--- src/rtl/ssx_pkg.sv ---
package ssx_pkg;
  typedef enum logic [1:0] {
    REL_EQ = 2'b00,
    REL_GT = 2'b01,
    REL_LT = 2'b10
  } rel_e;

  localparam int unsigned CUBE_N  = 27;
  localparam int unsigned NBR_N   = CUBE_N - 1;
  localparam int unsigned CTR_IDX = CUBE_N / 2;

  // neighbour lane k -> cube slot, skipping the centre
  function automatic int unsigned nbr_slot(int unsigned k);
    return (k < CTR_IDX) ? k : k + 1;
  endfunction
endpackage

--- src/rtl/ssx_cmp_lane.sv ---
module ssx_cmp_lane
  import ssx_pkg::*;
#(
  parameter int unsigned DATA_W = 16
) (
  input  logic signed [DATA_W-1:0] ctr_i,
  input  logic signed [DATA_W-1:0] nbr_i,
  output rel_e                     rel_o
);
  always_comb begin
    if (ctr_i > nbr_i)      rel_o = REL_GT;
    else if (ctr_i < nbr_i) rel_o = REL_LT;
    else                    rel_o = REL_EQ;
  end
endmodule

--- src/rtl/ssx_cmp_stage.sv ---
module ssx_cmp_stage
  import ssx_pkg::*;
#(
  parameter int unsigned DATA_W = 16,
  parameter int unsigned CRD_W  = 28
) (
  input  logic                       clk_i,
  input  logic                       rst_ni,
  input  logic                       valid_i,
  input  logic [CUBE_N*DATA_W-1:0]   cube_i,
  input  logic [CRD_W-1:0]           crd_i,
  output logic                       valid_o,
  output logic [NBR_N-1:0][1:0]      rel_o,
  output logic [CRD_W-1:0]           crd_o
);
  logic signed [DATA_W-1:0] ctr;
  logic [NBR_N-1:0][1:0]    rel_d;

  assign ctr = cube_i[CTR_IDX*DATA_W +: DATA_W];

  for (genvar k = 0; k < NBR_N; k++) begin : g_lane
    localparam int unsigned SLOT = nbr_slot(k);
    rel_e lane_rel;
    ssx_cmp_lane #(.DATA_W(DATA_W)) u_lane (
      .ctr_i (ctr),
      .nbr_i (cube_i[SLOT*DATA_W +: DATA_W]),
      .rel_o (lane_rel)
    );
    assign rel_d[k] = lane_rel;
  end

  always_ff @(posedge clk_i or negedge rst_ni) begin
    if (!rst_ni) valid_o <= 1'b0;
    else         valid_o <= valid_i;
  end

  always_ff @(posedge clk_i or negedge rst_ni) begin
    if (!rst_ni) begin
      rel_o <= '0;
      crd_o <= '0;
    end else if (valid_i) begin
      rel_o <= rel_d;
      crd_o <= crd_i;
    end
  end
endmodule

--- src/rtl/ssx_reduce_stage.sv ---
module ssx_reduce_stage
  import ssx_pkg::*;
#(
  parameter int unsigned CRD_W = 28
) (
  input  logic                  clk_i,
  input  logic                  rst_ni,
  input  logic                  valid_i,
  input  logic [NBR_N-1:0][1:0] rel_i,
  input  logic [CRD_W-1:0]      crd_i,
  output logic                  valid_o,
  output logic                  cand_o,
  output logic                  is_max_o,
  output logic [CRD_W-1:0]      crd_o
);
  logic all_gt, all_lt;

  always_comb begin
    all_gt = 1'b1;
    all_lt = 1'b1;
    for (int k = 0; k < NBR_N; k++) begin
      if (rel_i[k] != REL_GT) all_gt = 1'b0;
      if (rel_i[k] != REL_LT) all_lt = 1'b0;
    end
  end

  always_ff @(posedge clk_i or negedge rst_ni) begin
    if (!rst_ni) begin
      valid_o  <= 1'b0;
      cand_o   <= 1'b0;
      is_max_o <= 1'b0;
    end else begin
      valid_o  <= valid_i;
      cand_o   <= valid_i & (all_gt | all_lt);
      is_max_o <= valid_i & all_gt;
    end
  end

  always_ff @(posedge clk_i or negedge rst_ni) begin
    if (!rst_ni)      crd_o <= '0;
    else if (valid_i) crd_o <= crd_i;
  end
endmodule

--- src/rtl/ssx_extremum_detect.sv ---
module ssx_extremum_detect
  import ssx_pkg::*;
#(
  parameter int unsigned DATA_W = 16,
  parameter int unsigned X_W    = 12,
  parameter int unsigned Y_W    = 12,
  parameter int unsigned S_W    = 4
) (
  input  logic                     clk_i,
  input  logic                     rst_ni,
  input  logic                     valid_i,
  input  logic [CUBE_N*DATA_W-1:0] cube_i,
  input  logic [X_W-1:0]           x_i,
  input  logic [Y_W-1:0]           y_i,
  input  logic [S_W-1:0]           scale_i,
  output logic                     valid_o,
  output logic                     cand_o,
  output logic                     is_max_o,
  output logic [X_W-1:0]           x_o,
  output logic [Y_W-1:0]           y_o,
  output logic [S_W-1:0]           scale_o
);
  localparam int unsigned CRD_W = X_W + Y_W + S_W;

  logic                  s1_valid;
  logic [NBR_N-1:0][1:0] s1_rel;
  logic [CRD_W-1:0]      s1_crd;
  logic [CRD_W-1:0]      s2_crd;

  ssx_cmp_stage #(.DATA_W(DATA_W), .CRD_W(CRD_W)) u_cmp (
    .clk_i   (clk_i),
    .rst_ni  (rst_ni),
    .valid_i (valid_i),
    .cube_i  (cube_i),
    .crd_i   ({x_i, y_i, scale_i}),
    .valid_o (s1_valid),
    .rel_o   (s1_rel),
    .crd_o   (s1_crd)
  );

  ssx_reduce_stage #(.CRD_W(CRD_W)) u_red (
    .clk_i    (clk_i),
    .rst_ni   (rst_ni),
    .valid_i  (s1_valid),
    .rel_i    (s1_rel),
    .crd_i    (s1_crd),
    .valid_o  (valid_o),
    .cand_o   (cand_o),
    .is_max_o (is_max_o),
    .crd_o    (s2_crd)
  );

  assign {x_o, y_o, scale_o} = s2_crd;
endmodule

--- config.mk ---
export PLATFORM = sky130hd
export DESIGN_NAME = ssx_extremum_detect
export DESIGN_NICKNAME = d
export VERILOG_FILES = /design/src/rtl/ssx_pkg.sv /design/src/rtl/ssx_cmp_lane.sv /design/src/rtl/ssx_cmp_stage.sv /design/src/rtl/ssx_reduce_stage.sv /design/src/rtl/ssx_extremum_detect.sv
export SDC_FILE = /design/constraint.sdc
export NUM_CORES = 1
export LEC_CHECK = 0
export BUFFER_PORTS_ARGS = -buffer_cell sky130_fd_sc_hd__buf_4
export CORE_AREA = 2 2 193 195
export CTS_CLUSTER_SIZE = 12
export DETAILED_ROUTE_END_ITERATION = 10
export DIE_AREA = 0 0 195 197
export PLACE_DENSITY = 0.69
export SKIP_CTS_REPAIR_TIMING = 1
export SYNTH_ARGS = -nofsm -noshare
export SYNTH_HDL_FRONTEND = slang
export SYNTH_SLANG_ARGS = --single-unit
--- constraint.sdc ---
create_clock -name clk_i -period 1.85 [get_ports clk_i]
set_input_delay 0.0925 -clock clk_i [delete_from_list [all_inputs] [get_ports clk_i]]
set_output_delay 0.0925 -clock clk_i [all_outputs]
set_load 0.05 [all_outputs]
Word-level counts from Yosys, hierarchy flattened
Cells that the tools add are included.
- memories: 0
- word-level logic and storage cells: 243
- bits in latches: 0
- bits in read-only memories: 0
- memory bits (writable): 0
- register bits after elaboration: 112
- divide/modulo/power cells: 0
- equality and inequality tests: 52
- bitwise operators: 3
- add/sub/neg operators: 0
- magnitude comparators: 52
- multiply operators: 0
- shifts and indexed selects: 0
- reductions and logical operators: 0
- multiplexer cells: 104
- operators by type and width (operator ; count):
    $gt 16x16->1 ; 26
    $lt 16x16->1 ; 26
    $mux 2 ; 52
    $mux 1 ; 52
    $ne 2x1->1 const B ; 26
    $ne 2x2->1 const B ; 26
    $and 1x1->1 ; 2
    $or 1x1->1 ; 1

Longest topological paths before layout
- word-level depth: 29
- mapped depth: 8
- depth with buffers taken out: 8

Hierarchy
From an unflattened synthesis, not the netlist that was laid out.
- cells, all modules: 1857
- area total of the unflattened synthesis: 16562.1 µm²
- modules (own cells, without submodules) (module ; cells each ; instances ; area each (µm²)):
    ssx_cmp_lane ; 61 ; 26 ; 450.4
    ssx_cmp_stage ; 170 ; 1 ; 3399.5
    ssx_reduce_stage ; 101 ; 1 ; 1451.4

Worst setup path before layout
No wires, ideal clock.
- kind: input port to flip-flop
- from: input port cube_i[208]
- to: register u_cmp.rel_o[24] (netlist name)
- cell stages on the path: 8
- setup slack: -0.043 ns
- required time: 1.729 ns
- path buffers: 0
- arrival: 1.772 ns
- library setup time: 0.121 ns
- cells stage by stage: inv_1 ha_1 nor2b_1 o211ai_1 a21boi_1 nor4_1 mux2_2 a22o_1
- word-level cells in the longest chain between the ends: 2
- ends and longest elaborated chain (what ; line ; source):
    start: declaration ; ssx_extremum_detect.sv:12 ; input logic [CUBE_N*DATA_W-1:0] cube_i,
    $gt 16x16->1 ; ssx_cmp_lane.sv:11 ; if (ctr_i > nbr_i) rel_o = REL_GT;
    $mux 2 ; ssx_cmp_lane.sv:11 ;
    end signal: assignment ; ssx_cmp_stage.sv:42 ; rel_o <= rel_d;
    end: declaration ; ssx_cmp_stage.sv:13 ; output logic [NBR_N-1:0][1:0] rel_o,
Every way passes these cells.
A chain may end at the register's enable or synchronous reset.

Worst setup path in the final report
- from: input port cube_i[215]
- to: register u_cmp.rel_o[50] (netlist name)
The elaborated chain is that of the path after synthesis.

==> run_results.csv <==
group,metric,value,unit
synthesis,synth-warning-count,0,
sta,setup_total_negative_slack,0,ns
layout,area_added_between_synthesis_and_finish,44.35,%
layout,nets,3384,
clock_network,cts_root_buf,"sky130_fd_sc_hd__clkbuf_16",
power,cellInternalPower,6.201,mW
global_route,grt_pass1_vias,16530,
synthesis,ys_async_sr_fraction,100.0,%
layout,final_area,21590,µm²
power,netSwitchingPower,3.796,mW
clock_network,count_of_clock_tree_sinks,112,
clock_network,htreeDepth,3,
sta,grt_setup_unrepaired,"no",
synthesis,ys_top_cells_by_area,"sky130_fd_sc_hd__ha_1, sky130_fd_sc_hd__dfrtp_1, sky130_fd_sc_hd__inv_1, sky130_fd_sc_hd__mux2_2, sky130_fd_sc_hd__a21oi_1",
synthesis,synth_top_flop_cell,"sky130_fd_sc_hd__dfrtp_1",
global_route,antenna_found_initial,1,
critical_path,crit_chain,"buf_4 > buf_12 > buf_4 > ha_1 > nand4_1 > nor4_1 > a21boi_0 > mux2i_1 > a22o_1",
synthesis,synthSimpleGateAreaFrac,14.07,%
sta,timing.hold.ws,0.2161,ns
sta,fin_worst_skew,0.008284,ns
synthesis,largest_family_of_logic_cells_by_synthesized_area,"adder cells",
synthesis,synthXorXnorAreaFrac,0.2928,%
layout,final_core_util,59.53,%
clock_network,clk-insertion-delay-late,0.37,ns
detailed_routing,detail-route-antenna-nets,0,
synthesis,synth_top_cell_area_share,34.81,%
clock_network,path_clk_slew,0.08,ns
detailed_routing,wl_per_cell,19.11,µm
power,cellPowerDensity,463.1,nW/µm²
synthesis,synth.lib_cells_used.distinct,56,
sta,final_critical_path_share_of_the_clock_period,94.34,%
detailed_routing,post-route-drc-count,0,
critical_path,worst_setup_path_start_kind,"primary input",
sta,finalSetupViolCount,0,
global_route,grt_pass1_wl,86860,µm
synthesis,netlist_instances,1783,
hold_path,hold_wc_path_type,"in2reg",
power,p_leak,12.12,nW
critical_path,crit_path_leading_delay_family,"buffers and inverters",
critical_path,worst_r2r_path_depth,5,
critical_path,path_depth,9,
floorplanning,fp.dieArea,38420,µm²
critical_path,crit_arrival,1.99,ns
power,clkPwrFrac,20.3,%
placement,place_ws,-0.3819,ns
synthesis,synth_enable_flop_cells,0,
sta,layout_setup_ws,0.1047,ns
detailed_routing,routed_wl,56930,µm
synthesis,synth_fa_ha_area_share,34.81,%
placement,place.gp.congestion,0.9735,
global_route,track_usage,28.90,%
layout,seq_area,2803,µm²
sta,finalMaxSlewViolations,0,
clock_network,cts_max_path_buffers,2,
layout,layout-drive-gt1-share,31.83,%
sta,period_needed,1.745,ns
clock_network,tritoncts_clock_tree,"built",
synthesis,muxShareOfSynthArea,6.066,%
hold_path,holdPathStages,2,
floorplanning,die-height,197,µm
floorplanning,io_pins,494,
power,ir_drop,0.4517,mV
power,seq_power_share,31.2,%
synthesis,synth.yosys.seq_area_share,18.74,%
floorplanning,num_rows,70,
synthesis,synth_seq_cells,112,
critical_path,worst-path-max-fanout,9,
synthesis,synth_compound_area_share,15.28,%
layout,final_cell_mix,"sky130_fd_sc_hd__buf_4, sky130_fd_sc_hd__ha_1, sky130_fd_sc_hd__inv_1",
global_route,grt_max_degree,99,
global_route,grt_remaining_overflow,0,
critical_path,setup.worst_path.class,"in2reg",
detailed_routing,initialDrtViolationCount,800,
critical_path,cp_slowest_cell,"sky130_fd_sc_hd__nor4_1",
floorplanning,fp.coreArea,36260,µm²
run_status,run_status,"finished, final reports clean",
layout,layout_commonest_cell,"sky130_fd_sc_hd__buf_4",
detailed_routing,drt_first_pass_iters,5,
synthesis,synth.largest_area_cell,"sky130_fd_sc_hd__ha_1",
placement,detailed_placer_s_ending_hpwl,47430,µm
detailed_routing,routed_via_density,5.336,
floorplanning,floorplan.initialDensity,41.24,%
power,comb_power_share,48.4,%
floorplanning,die_width,195,µm
detailed_routing,vias,15895,
synthesis,synth_area,14950,µm²
clock_network,numCtsBuffers,9,
placement,postPlaceCellArea,20940,µm²
layout,fillerInstances,3261,
sta,transition_time_at_the_pin_with_the_least_slew_margin,0.5395,ns
job,max_cap_viol_count,0,
sta,max_slew_headroom,64.03,%
synthesis,syn_nets,2662,
sta,hold_viol_final,0,
sta,maxClockFrequency,573.0,MHz
power,power.share.switching,37.97,%
critical_path,critical_path.n_buffers_inverters,3,
critical_path,timing.critical_path.mode_cell,"sky130_fd_sc_hd__buf_4",
placement,io_buffer_count,493,
critical_path,critical_path_data_required_time,2.10,ns
synthesis,mean_instance_size_in_the_synthesized_netlist,8.387,µm²
critical_path,setup.worst_path.end_class,"flip-flop",
critical_path,slowest_delay,0.30,ns
layout,multiInputGateArea,10580,µm²
[cells by family after synthesis]
kind of cell,count (synthesis)
XOR/XNOR,5
multiplexers,82
adder cells (fa/ha/maj),416
flip-flops,112
buffers and inverters,422
AO/OA/AOI/OAI,363
AND/OR/NAND/NOR,383
[per-layer routing]
metal	wire [µm]	part of all wire, %	track usage (%)
met5	0	0	0
met4	2127	3.7	10.49
met3	3065	5.4	3.131
met2	26800	47	49.76
met1	24940	44	37.47
[synth_stat cells, types with 13 or more instances]
master,instances
sky130_fd_sc_hd__ha_1,416
sky130_fd_sc_hd__inv_1,405
sky130_fd_sc_hd__a21oi_1,148
sky130_fd_sc_hd__dfrtp_1,112
sky130_fd_sc_hd__nand2_1,88
sky130_fd_sc_hd__nand4_1,80
sky130_fd_sc_hd__mux2_2,69
sky130_fd_sc_hd__o21ai_0,65
sky130_fd_sc_hd__nand3_1,48
sky130_fd_sc_hd__nor2_1,45
sky130_fd_sc_hd__a21o_1,39
sky130_fd_sc_hd__nor3_1,20
sky130_fd_sc_hd__nor4_1,20
sky130_fd_sc_hd__a211oi_1,17
sky130_fd_sc_hd__nand2b_1,17
sky130_fd_sc_hd__nor4bb_1,16
sky130_fd_sc_hd__o211ai_1,16
sky130_fd_sc_hd__nor2b_1,14
sky130_fd_sc_hd__mux2i_1,13
[flip-flops by register name, indices dropped and copies added (netlist names)]
name	cells
u_cmp.rel_o	52
u_cmp.crd_o	28
u_red.valid_o	1
u_red.cand_o	1
u_red.is_max_o	1
u_cmp.valid_o	1
u_red.crd_o	28
[final timing paths]
path,startpoint,endpoint,slack (ns)
max in group asynchronous,rst_ni,u_cmp.rel_o[17],0.98
worst max register to register,u_cmp.rel_o[38],u_red.cand_o,0.23
min in group asynchronous,rst_ni,u_cmp.crd_o[23],0.27
worst min register to register,u_cmp.crd_o[11],u_cmp.crd_o[11],0.51
worst min-delay path,valid_i,u_cmp.valid_o,0.22
worst max-delay path,cube_i[215],u_cmp.rel_o[50],0.10
[through the flow]
step	power, mW	std cells
3_3_place_gp	7.714	2933
4_1_cts	9.965	2949
5_1_grt	10.71	2979
2_1_floorplan	5.436	1783
3_5_place_dp	7.889	2933
6_report	9.997	2979
[layout make-up]
class | instances | share of cell area (%)
inverters | 406 | 7.077
repair buffers | 727 | 26.81
multi-input cells | 1249 | 48.99
well taps | 468 | 2.713
flip-flops and latches | 112 | 12.98
diodes | 1 | 0.01159
clock buffers | 9 | 1.043
clock inverters | 7 | 0.3709
[power by group through the flow]
| stage | Sequential (mW) | Combinational, mW | Clock [mW] |
|---|---|---|---|
| 2_1_floorplan | 3.34 | 2.10 | 0 |
| 3_3_place_gp | 3.15 | 4.57 | 0 |
| 3_5_place_dp | 3.16 | 4.73 | 0 |
| 4_1_cts | 3.12 | 4.75 | 2.09 |
| 5_1_grt | 3.17 | 5.34 | 2.19 |
| 6_report | 3.12 | 4.84 | 2.03 |
(Power assumes the default switching activity.)
